## config.mk

```make
export PLATFORM = sky130hd
export DESIGN_NAME = voice_irq_prio
export DESIGN_NICKNAME = d
export VERILOG_FILES = /design/src/rtl/voice_irq_pkg.sv /design/src/rtl/voice_irq_lowest.sv /design/src/rtl/voice_irq_bank.sv /design/src/rtl/voice_irq_prio.sv
export SDC_FILE = /design/constraint.sdc
export NUM_CORES = 1
export LEC_CHECK = 0
export BUFFER_PORTS_ARGS = -buffer_cell sky130_fd_sc_hd__buf_4
export CELL_PAD_IN_SITES_DETAIL_PLACEMENT = 1
export CELL_PAD_IN_SITES_GLOBAL_PLACEMENT = 2
export CORE_MARGIN = 4
export CORE_UTILIZATION = 26
export CTS_CLUSTER_SIZE = 20
export DETAILED_ROUTE_END_ITERATION = 10
export GPL_TIMING_DRIVEN = 0
export PLACE_DENSITY = 0.79
export SETUP_SLACK_MARGIN = 0.1
export SLEW_MARGIN = 40
export SYNTH_ARGS = -nofsm -noshare
export SYNTH_HDL_FRONTEND = slang
export SYNTH_SLANG_ARGS = --single-unit
```

## constraint.sdc

```tcl
create_clock -name clk -period 2.92 [get_ports clk]
set_input_delay 0.438 -clock clk [delete_from_list [all_inputs] [get_ports clk]]
set_output_delay 0.438 -clock clk [all_outputs]
set_load 0.01 [all_outputs]
```

## src/rtl/voice_irq_pkg.sv

```systemverilog
package voice_irq_pkg;
  localparam logic [7:0] FN_ACK     = 8'h8F;
  localparam logic [7:0] CODE_WT    = 8'h60;
  localparam logic [7:0] CODE_RAMP  = 8'h80;
  localparam logic [7:0] CODE_IDLE  = 8'hE8;
  localparam int         GST_WT_BIT   = 5;
  localparam int         GST_RAMP_BIT = 6;
  localparam int         NUM_SRC      = 2;
  localparam int         SRC_WT       = 0;
  localparam int         SRC_RAMP     = 1;

  typedef enum logic [1:0] {
    ADR_FSEL = 2'd0,
    ADR_DATA = 2'd1,
    ADR_GST  = 2'd2,
    ADR_NONE = 2'd3
  } reg_adr_e;
endpackage

```

## src/rtl/voice_irq_lowest.sv

```systemverilog
module voice_irq_lowest #(
  parameter int W  = 31,
  parameter int IW = (W > 1) ? $clog2(W) : 1
) (
  input  logic [W-1:0]  req_i,
  output logic [W-1:0]  onehot_o,
  output logic [IW-1:0] idx_o,
  output logic          any_o
);
  always_comb begin
    idx_o = '0;
    for (int i = W - 1; i >= 0; i--) begin
      if (req_i[i]) idx_o = IW'(i);
    end
  end

  assign onehot_o = req_i & (~req_i + {{(W-1){1'b0}}, 1'b1});
  assign any_o    = |req_i;
endmodule

```

## src/rtl/voice_irq_bank.sv

```systemverilog
module voice_irq_bank #(
  parameter int W = 31
) (
  input  logic         clk,
  input  logic         rst_n,
  input  logic [W-1:0] set_i,
  input  logic [W-1:0] clr_i,
  output logic [W-1:0] pend_o
);
  logic [W-1:0] pend_q, pend_d;
  logic         upd_en;

  always_comb begin
    pend_d = (pend_q & ~clr_i) | set_i;
    upd_en = (|set_i) | (|clr_i);
  end

  always_ff @(posedge clk or negedge rst_n) begin
    if (!rst_n)      pend_q <= '0;
    else if (upd_en) pend_q <= pend_d;
  end

  assign pend_o = pend_q;

  AST_SET_STICKS: assert property (@(posedge clk) disable iff (!rst_n)
    (|set_i) |=> ((pend_q & $past(set_i)) == $past(set_i)));

  AST_CLR_TAKES: assert property (@(posedge clk) disable iff (!rst_n)
    (|(clr_i & ~set_i)) |=> ((pend_q & $past(clr_i & ~set_i)) == '0));
endmodule

```

## src/rtl/voice_irq_prio.sv

```systemverilog
module voice_irq_prio
  import voice_irq_pkg::*;
#(
  parameter int NV = 31,
  localparam int IW = (NV > 1) ? $clog2(NV) : 1
) (
  input  logic          clk,
  input  logic          rst_n,
  input  logic [NV-1:0] wt_set_i,
  input  logic [NV-1:0] ramp_set_i,
  input  logic          bus_wr_i,
  input  logic [1:0]    bus_addr_i,
  input  logic [7:0]    bus_wdata_i,
  output logic [7:0]    bus_rdata_o,
  output logic [NV-1:0] wt_ctl_clr_o,
  output logic [NV-1:0] ramp_ctl_clr_o,
  output logic          irq_o
);
  logic [NUM_SRC-1:0][NV-1:0] set_v, clr_v, pend_v, oh_v;
  logic [NUM_SRC-1:0][IW-1:0] idx_v;
  logic [NUM_SRC-1:0]         any_v;

  logic [7:0] fsel_q, fsel_d, stat_q, stat_d, gstat;
  logic       fsel_en, scan;

  assign set_v[SRC_WT]   = wt_set_i;
  assign set_v[SRC_RAMP] = ramp_set_i;

  for (genvar s = 0; s < NUM_SRC; s++) begin : g_src
    voice_irq_bank #(.W(NV)) i_bank (
      .clk(clk), .rst_n(rst_n), .set_i(set_v[s]), .clr_i(clr_v[s]), .pend_o(pend_v[s])
    );
    voice_irq_lowest #(.W(NV), .IW(IW)) i_low (
      .req_i(pend_v[s]), .onehot_o(oh_v[s]), .idx_o(idx_v[s]), .any_o(any_v[s])
    );
  end

  always_comb begin
    scan    = bus_wr_i && (bus_addr_i == ADR_FSEL) && (bus_wdata_i == FN_ACK);
    fsel_en = bus_wr_i && (bus_addr_i == ADR_FSEL);
    fsel_d  = bus_wdata_i;
    clr_v   = '0;
    stat_d  = stat_q;
    if (scan) begin
      if (any_v[SRC_WT]) begin
        clr_v[SRC_WT] = oh_v[SRC_WT];
        stat_d        = CODE_WT | 8'(idx_v[SRC_WT]);
      end else if (any_v[SRC_RAMP]) begin
        clr_v[SRC_RAMP] = oh_v[SRC_RAMP];
        stat_d          = CODE_RAMP | 8'(idx_v[SRC_RAMP]);
      end else begin
        stat_d = CODE_IDLE;
      end
    end
  end

  always_ff @(posedge clk or negedge rst_n) begin
    if (!rst_n)       fsel_q <= '0;
    else if (fsel_en) fsel_q <= fsel_d;
  end

  always_ff @(posedge clk or negedge rst_n) begin
    if (!rst_n)    stat_q <= CODE_IDLE;
    else if (scan) stat_q <= stat_d;
  end

  always_comb begin
    gstat               = '0;
    gstat[GST_WT_BIT]   = any_v[SRC_WT];
    gstat[GST_RAMP_BIT] = any_v[SRC_RAMP];
    case (bus_addr_i)
      ADR_FSEL: bus_rdata_o = fsel_q;
      ADR_DATA: bus_rdata_o = (fsel_q == FN_ACK) ? stat_q : 8'h00;
      ADR_GST:  bus_rdata_o = gstat;
      default:  bus_rdata_o = 8'h00;
    endcase
  end

  assign wt_ctl_clr_o   = clr_v[SRC_WT];
  assign ramp_ctl_clr_o = clr_v[SRC_RAMP];
  assign irq_o          = |gstat;

  AST_ONE_CLEAR: assert property (@(posedge clk) disable iff (!rst_n)
    $onehot0({wt_ctl_clr_o, ramp_ctl_clr_o}));

  AST_NO_SCAN_NO_CLEAR: assert property (@(posedge clk) disable iff (!rst_n)
    !(bus_wr_i && bus_addr_i == 2'd0 && bus_wdata_i == 8'h8F)
      |-> (wt_ctl_clr_o == '0 && ramp_ctl_clr_o == '0));

  AST_RAMP_WAITS: assert property (@(posedge clk) disable iff (!rst_n)
    (|ramp_ctl_clr_o) |-> (pend_v[SRC_WT] == '0));

  AST_STATUS_HOLDS: assert property (@(posedge clk) disable iff (!rst_n)
    !(bus_wr_i && bus_addr_i == 2'd0 && bus_wdata_i == 8'h8F) |=> $stable(stat_q));

  AST_IDLE_CODE: assert property (@(posedge clk) disable iff (!rst_n)
    (bus_wr_i && bus_addr_i == 2'd0 && bus_wdata_i == 8'h8F
     && pend_v[SRC_WT] == '0 && pend_v[SRC_RAMP] == '0) |=> (stat_q == 8'hE8));
endmodule

```

Yosys cells after proc, flatten, opt, wreduce, memory -nomap -nowiden --
Index checks and enable logic that the tools add are counted. Widths: inputs -> output; s select.
Storage, ports and cells: flip-flop bits (word level) 78, input bits 75, output and inout bits 71, logic and storage cells 102
Cells by class: add/subtract/negate cells 2, eq/ne operators 4, mux-type cells 70, bitwise logic cells 12, reduce and logical (&&, ||, !) cells 10
Operators with widths (number):
- $mux 5 | 62
- $reduce_or 31->1 | 6
- $and 31x31->31 | 4
- $not 31->31 | 4
- $mux 31 | 3
- $add 31x1->31 const B | 2
- $mux 62 | 1
- $or 31x31->31 | 2
- $reduce_or 62->1 | 1
- $pmux 8 s3 | 1
- $eq 8x8->1 const B | 2
- $mux 8 | 2
- $mux 7 | 1
- $eq 2x1->1 const B | 1
- $eq 2x2->1 const B | 1
- $logic_and 1x1->1 | 2
- $logic_not 2->1 | 1
- $or 1x1->1 | 2

Depth between registers and ports, before layout --
Gate-level depths: netlist (run 1).
depth after elaboration 33, depth in mapped cells 8, gate-level depth less buffers 6

Modules after synthesis --
A second synthesis (run 1) with hierarchy kept.
Second synthesis, totals: cell total of the unflattened synthesis 572, area, all modules 5237.5 um^2
Modules (own cells, without submodules):
- voice_irq_bank | times used 2, cells each 93, area each 1124.8 um^2, sequential area each 775.7 um^2
- voice_irq_lowest | times used 2, cells each 111, area each 807.0 um^2, sequential area each 0.0 um^2
- voice_irq_prio | times used 1, cells each 164, area each 1373.8 um^2, sequential area each 379.1 um^2

Worst setup path after synthesis (run 1) --
No wires, ideal clock.
path type flip-flop to output port, start point reg g_src[0].i_bank.pend_q[20], end point out ramp_ctl_clr_o[15], arrival time 2.805 ns, required time 2.482 ns, setup slack -0.323 ns, stages on the path, launching flop included 8, buffers on the path 1, path through dfrtp_1 > buf_2 > or4_4 > or4_4 > nor4_4 > nand4_1 > or3_1 > nor3_1
On the way: cells in the longest elaborated chain, start to end 3
RTL lines:
- start, declared | line voice_irq_bank.sv:10 | logic [W-1:0] pend_q, pend_d;
- start signal, assigned | line voice_irq_bank.sv:20 | else if (upd_en) pend_q <= pend_d;
- $reduce_or 31->1 | line voice_irq_lowest.sv:18 | assign any_o = |req_i;
- $mux 31 | line voice_irq_prio.sv:45 | if (any_v[SRC_WT]) begin
- $mux 62 | line voice_irq_prio.sv:44 | if (scan) begin
- end, declared | line voice_irq_prio.sv:16 | output logic [NV-1:0] ramp_ctl_clr_o,
No other way between the ends.

Worst setup path after layout (run 1) --
start point reg g_src[0].i_bank.pend_q[21], end point out ramp_ctl_clr_o[15]
Same word-level chain as after synthesis.

==> results of run 1 <==
[path summary, 6_finish.rpt]
kind / from / to / slack [ps] / depth (start not counted)
setup / recovery: g_src[0].i_bank.pend_o[21] / ramp_ctl_clr_o[15] / -600 / 8
hold / removal: rst_n / g_src[0].i_bank.pend_o[28] / 120 / 1
setup reg to reg: g_src[0].i_bank.pend_o[21] / g_src[1].i_bank.pend_o[9] / -550 / 15
hold reg to reg: stat_q[7] / stat_q[7] / 490 / 2
max in group asynchronous: rst_n / g_src[1].i_bank.pend_o[19] / 2310 / 1
min in group clk: wt_set_i[29] / g_src[0].i_bank.pend_o[29] / 260 / 2
[area by class of cell]
class                      count  area [um2]  area share
timing repair buffer         213        1750       0.239
inverter                      35         131      0.0179
clock inverter                 5        83.8      0.0115
multi-input combinational    367        2830       0.386
buffer                         9        75.1      0.0103
clock buffer                  11         243      0.0332
sequential                    77        1940       0.265
tap                          216         270      0.0369
[per-stage QoR]
stage	util	hold slack, ps	area [um2]	cells
2_1_floorplan	-	142	4410	490
3_3_place_gp	0.358	491	5770	851
4_1_cts	0.417	173	6720	909
6_report	0.454	118	7320	933
3_5_place_dp	0.359	493	5790	851
5_1_grt	0.454	162	7320	933
[cell families (layout without fill, tap and decap cells)]
group           count (synthesis)  count (layout)  share of synthesized area
buf+inv                        46             273                     0.0413
compound gates                121             121                      0.194
mux                             8               8                     0.0208
simple gates                  238             238                      0.298
flops                          77              77                      0.446
[registers in the layout, summed over array words and instances (netlist names)]
register and flops:
g_src.i_bank.pend_o 62, stat_q 7, fsel_q 8
[power groups by stage]
stage | Combinational, mW | Sequential [mW] | Clock, mW
finish | 0.175 | 1.11 | 1.27
global route | 0.190 | 1.11 | 1.34
detailed placement | 0.177 | 1.13 | 0
CTS | 0.178 | 1.11 | 1.30
floorplan | 0.0486 | 1.12 | 0
global placement | 0.171 | 1.13 | 0
[per-layer routing]
layer	vias up	wire length [um]	global-route usage
met4	0	282	0.0554
met2	116	8940	0.313
met1	2334	7260	0.218
met3	22	815	0.0338
li1	2229	-	-
met5	-	0	0
[cells in the final DEF, fill, tap and decap left out, types with 5 or more instances in the layout]
master and instances:
nor3_1 7, or4_4 7, o21bai_1 9, nor2_1 44, buf_4 177, inv_1 34, nor3b_2 5, nand2_1 25
a22o_1 6, o21ai_0 23, mux2_2 8, clkbuf_16 9, nand4_1 9, nor4_1 7, dfrtp_1 69, nand3_1 10
nand2b_1 14, clkbuf_1 5, a21oi_1 11, buf_6 34, dfrtp_2 5, and2_1 5, nor4_4 10, and3_4 6
nor2b_1 6, nor2_4 15, a21o_1 43, and3_1 13
[worst max-delay path: stages, from the launching register on]
cell	delay, ps
dfrtp_1	450
or4_4	570
or4_4	550
nor4_4	180
buf_6	170
nand4_1	110
or3_4	410
nor3_2	130
buf_4	150
[timing repair]
item / CTS / global route
resized for setup: 66 / 93
pin swaps: 23 / 37
hold endpoints to repair: 0 / 0
setup endpoints to repair: 82 / 87
setup buffers: 42 / 27
==> flow_summary.ini, run 1 <==
[yosys]
synthDistinctLibCells = 50
synth_most_common_cell = dfrtp_1
synth.top_cell.area_share = 0.428
synthesis.nets = 565
seq_area_frac_synth = 0.446
synth_commonest_cells = dfrtp_1, nor2_1, a21o_1, inv_1, nand2_1
ys_ff_latch = 77
synthTopCellsByArea = dfrtp_1, a21o_1, nor2_1
syn-cell-area_mm2 = 0.00433
yosysWarnings = 0
synth_top_cell_by_area = dfrtp_1
synth_cells = 490
synth-edff-count = 0
dominantRegCellSynth = dfrtp_1
synth_area_per_cell_um2 = 8.83
synth_async_sr_flop_share = 1.00

[die]
start_util = 0.269
num_io_pins = 146
fp.dieW_um = 137
dieArea_mm2 = 0.0188
core_area_mm2 = 0.0161
die_h_um = 137
num_rows = 46

[worst_setup_path]
critPathKind = flop to output pin
crit_required_ps = 2480
startpoint_type = flop
end_kind = output pin
arrival_ps = 3080
critPathMaxFanout = 6

[power_and_ir_drop]
p_comb_frac = 0.069
p_int_mw = 1.97
power_mw = 2.55
p_clk_frac = 0.497
vdd_ir_drop_max_v = 0.000258
p_switching_mw = 0.583
p_leak_nw = 3.27
swShare = 0.228
power_density_mw_per_mm2 = 349
seq_power_share = 0.434

[run_status]
status = finished, violations left
violations = negative setup slack

[placement]
gp_congestion = 0.881
portBuffers = 145
dp_hpwl_um = 12000
pre_cts_slack_ps = -606

[grt]
grt_overflow = 0
grt_max_degree = 78
grt_pass1_vias = 4953
grt_usage = 0.178
grt_pass1_wl_um = 26100
antenna_found_initial = 0

[timing]
fin_ws_ps = -598
period_minus_slack_ps = 3520
relSlewSlack = 0.549
min_period_over_period = 1.20
rsz0062_at_grt = true
hold_viol = 0
worst_pin_slew_ps = 676
setup_viol = 51
skew_ps = 6.97
slew_violations = 0
tns_ps = -19890
fmax_mhz = 284

[final_layout]
drive_gt1_frac = 0.473
area_delta_synth_final_pct = 69.1
diodes = 0
fillers = 1844
fin_nets = 787

[route]
post_drt_wl_per_cell_um = 18.5
drt_iter0_drc = 185
dr.pass1.iters = 4
wl_um = 17300
route.detailed.drc = 0
vias = 4701
vias_per_cell = 5.04
antenna_left = 0

[min_path]
hold_path.class = input pin to async pin

[clock_tree]
holdBufCountCts = 0
htree_levels = 3
clk_pin_slew_ps = 70
clk_latency_ps = 350
cts_root_buf = clkbuf_16
cts_buffer_depth = 2
clock_sinks = 77
cts_buffers = 9
cts_tree = yes

[run]
cap_violations = 0
(Power assumes the default switching activity.)
==> run 2, diff against run 1 <==
--- a/config.mk
+++ b/config.mk
@@ -14,7 +14,6 @@
 export DETAILED_ROUTE_END_ITERATION = 10
 export GPL_TIMING_DRIVEN = 0
 export PLACE_DENSITY = 0.79
-export SETUP_SLACK_MARGIN = 0.1
 export SLEW_MARGIN = 40
 export SYNTH_ARGS = -nofsm -noshare
 export SYNTH_HDL_FRONTEND = slang
==> run 2 against run 1 <==
Net effect:
- the run still ends with negative setup slack left
- design area shrank 3.1%
- critical path depth grew 2
- core utilization shrank 1.4 points
- power grew 0.13%
- first-iteration DRC count shrank 30%
- clock skew shrank 2.7 ps
- fmax is essentially flat
- routed wire length shrank 4.3%
- via count shrank 2.1%
- global-route usage shrank 0.41 points
- largest cell class unchanged
- highest routed layer unchanged
==> flow_summary.ini, run 2 (same netlist as run 1, synthesis figures left out) <==
[die]
fp.dieW_um = 137
core_area_mm2 = 0.0161
die_h_um = 137
num_rows = 46
num_io_pins = 146
start_util = 0.269
dieArea_mm2 = 0.0188

[worst_setup_path]
end_kind = output pin
crit_path_end = ramp_ctl_clr_o[10]
startpoint_type = flop
critPathMaxFanout = 5
critPathKind = flop to output pin
arrival_ps = 3080
critPathLaunch = g_src[0].i_bank.pend_o[18]
regToRegSetupSlack_ps = -20
r2r-end = g_src[1].i_bank.pend_o[28]
crit_required_ps = 2480
r2r_cells = 12
rr_startpoint = g_src[0].i_bank.pend_o[18]

[route]
wl_um = 16500
antenna_left = 0
vias_per_cell = 5.01
vias = 4603
post_drt_wl_per_cell_um = 18.0
route.detailed.drc = 0
dr.pass1.iters = 4
drt_iter0_drc = 129

[clock_tree]
cts_buffers = 9
clk_latency_ps = 350
clk_pin_slew_ps = 60
htree_levels = 3
cts_buffer_depth = 2
clock_sinks = 77
cts_tree = yes
holdBufCountCts = 0
cts_root_buf = clkbuf_16

[timing]
period_minus_slack_ps = 3520
setup_viol = 51
whs_ps = 101
slew_violations = 0
min_period_over_period = 1.20
worst_pin_slew_ps = 701
relSlewSlack = 0.529
hold_viol = 0
skew_ps = 4.31
fin_ws_ps = -598
rsz0062_at_grt = true
fmax_mhz = 284

[min_path]
hold_path.class = input pin to async pin

[grt]
grt_usage = 0.173
grt_pass1_vias = 4818
grt_pass1_wl_um = 25400
grt_overflow = 0
grt_max_degree = 78
busiest_layer = met2
antenna_found_initial = 0
grtUsageMet2 = 0.297
use_met3 = 0.0349
grt.met1_usage = 0.221

[final_layout]
area_delta_synth_final_pct = 63.9
final_common_cell = buf_4
fin_nets = 772
drive_gt1_frac = 0.456
largest_reg_flops = 62
mostFrequentLayoutCells = buf_4, dfrtp_1, nor2_1, a21o_1, inv_1
diodes = 0

[placement]
dp_hpwl_um = 11700
portBuffers = 145
gp_congestion = 0.832

[run]
cap_violations = 0

[run_status]
violations = negative setup slack
status = finished, violations left

[power_and_ir_drop]
power_mw = 2.56
vdd_ir_drop_max_v = 0.000259
p_leak_nw = 3.10
power_density_mw_per_mm2 = 360
## run 2: critical path, cell delays in order (launching register included)
cell and delay [ps]:
dfrtp_2 430, or4_4 550, or4_4 560, nor4_4 170, buf_6 170, buf_6 120, buf_8 130, nand4_1 160
buf_4 210, nor2_2 100, buf_4 140
## run 2: timing repair
item | CTS | global route
pin swaps | 23 | 27
gates resized for setup | 78 | 61
hold endpoints to repair | 0 | 0
cloned | 1 | 0
setup buffers | 40 | 17
endpoints found under the setup margin | 72 | 66
## run 2: through the flow
step / area (um2) / util / instances / worst slack [ps] / TNS [ps]
after global placement: 5730 / 0.355 / 851 / -603 / -16580
final: 7090 / 0.440 / 918 / -598 / -20170
after detailed placement: 5750 / 0.357 / 851 / -636 / -16760
after global routing: 7090 / 0.440 / 918 / -712 / -25330
after CTS: 6720 / 0.417 / 906 / -639 / -22040
after floorplan: 4370 / - / 490 / -143 / -249
## run 2: final cells by class
class	instances	area [um2]
tap	216	270
multi-input combinational	367	2710
fill	1844	9020
clock inverter	5	82.6
timing repair buffer	199	1650
inverter	35	131
clock buffer	11	253
buffer	8	56.3
sequential	77	1940
## run 2: power breakdown
| part | switching, mW | internal [mW] | leakage (nW) |
|---|---|---|---|
| Clock | 0.480 | 0.796 | 0.154 |
| Combinational | 0.0667 | 0.107 | 2.23 |
| Sequential | 0.0186 | 1.09 | 0.721 |
## run 2: metal layers
| layer | vias up | share of wire |
|---|---|---|
| li1 | 2196 | - |
| met1 | 2274 | 0.43 |
| met2 | 117 | 0.50 |
| met3 | 16 | 0.052 |
| met4 | 0 | 0.015 |
| met5 | - | 0 |
## run 2: worst min path at each step
stage          depth (start not counted)  slack, ps                       from                          to
6_report                               1        100                      rst_n  g_src[0].i_bank.pend_o[19]
5_1_grt                                1        180                      rst_n  g_src[0].i_bank.pend_o[24]
4_1_cts                                1        170                      rst_n  g_src[0].i_bank.pend_o[19]
3_5_place_dp                           2        490                  stat_q[7]                   stat_q[7]
3_3_place_gp                           1        480  g_src[1].i_bank.pend_o[0]   g_src[1].i_bank.pend_o[0]
2_1_floorplan                          0        140                      rst_n                   fsel_q[0]
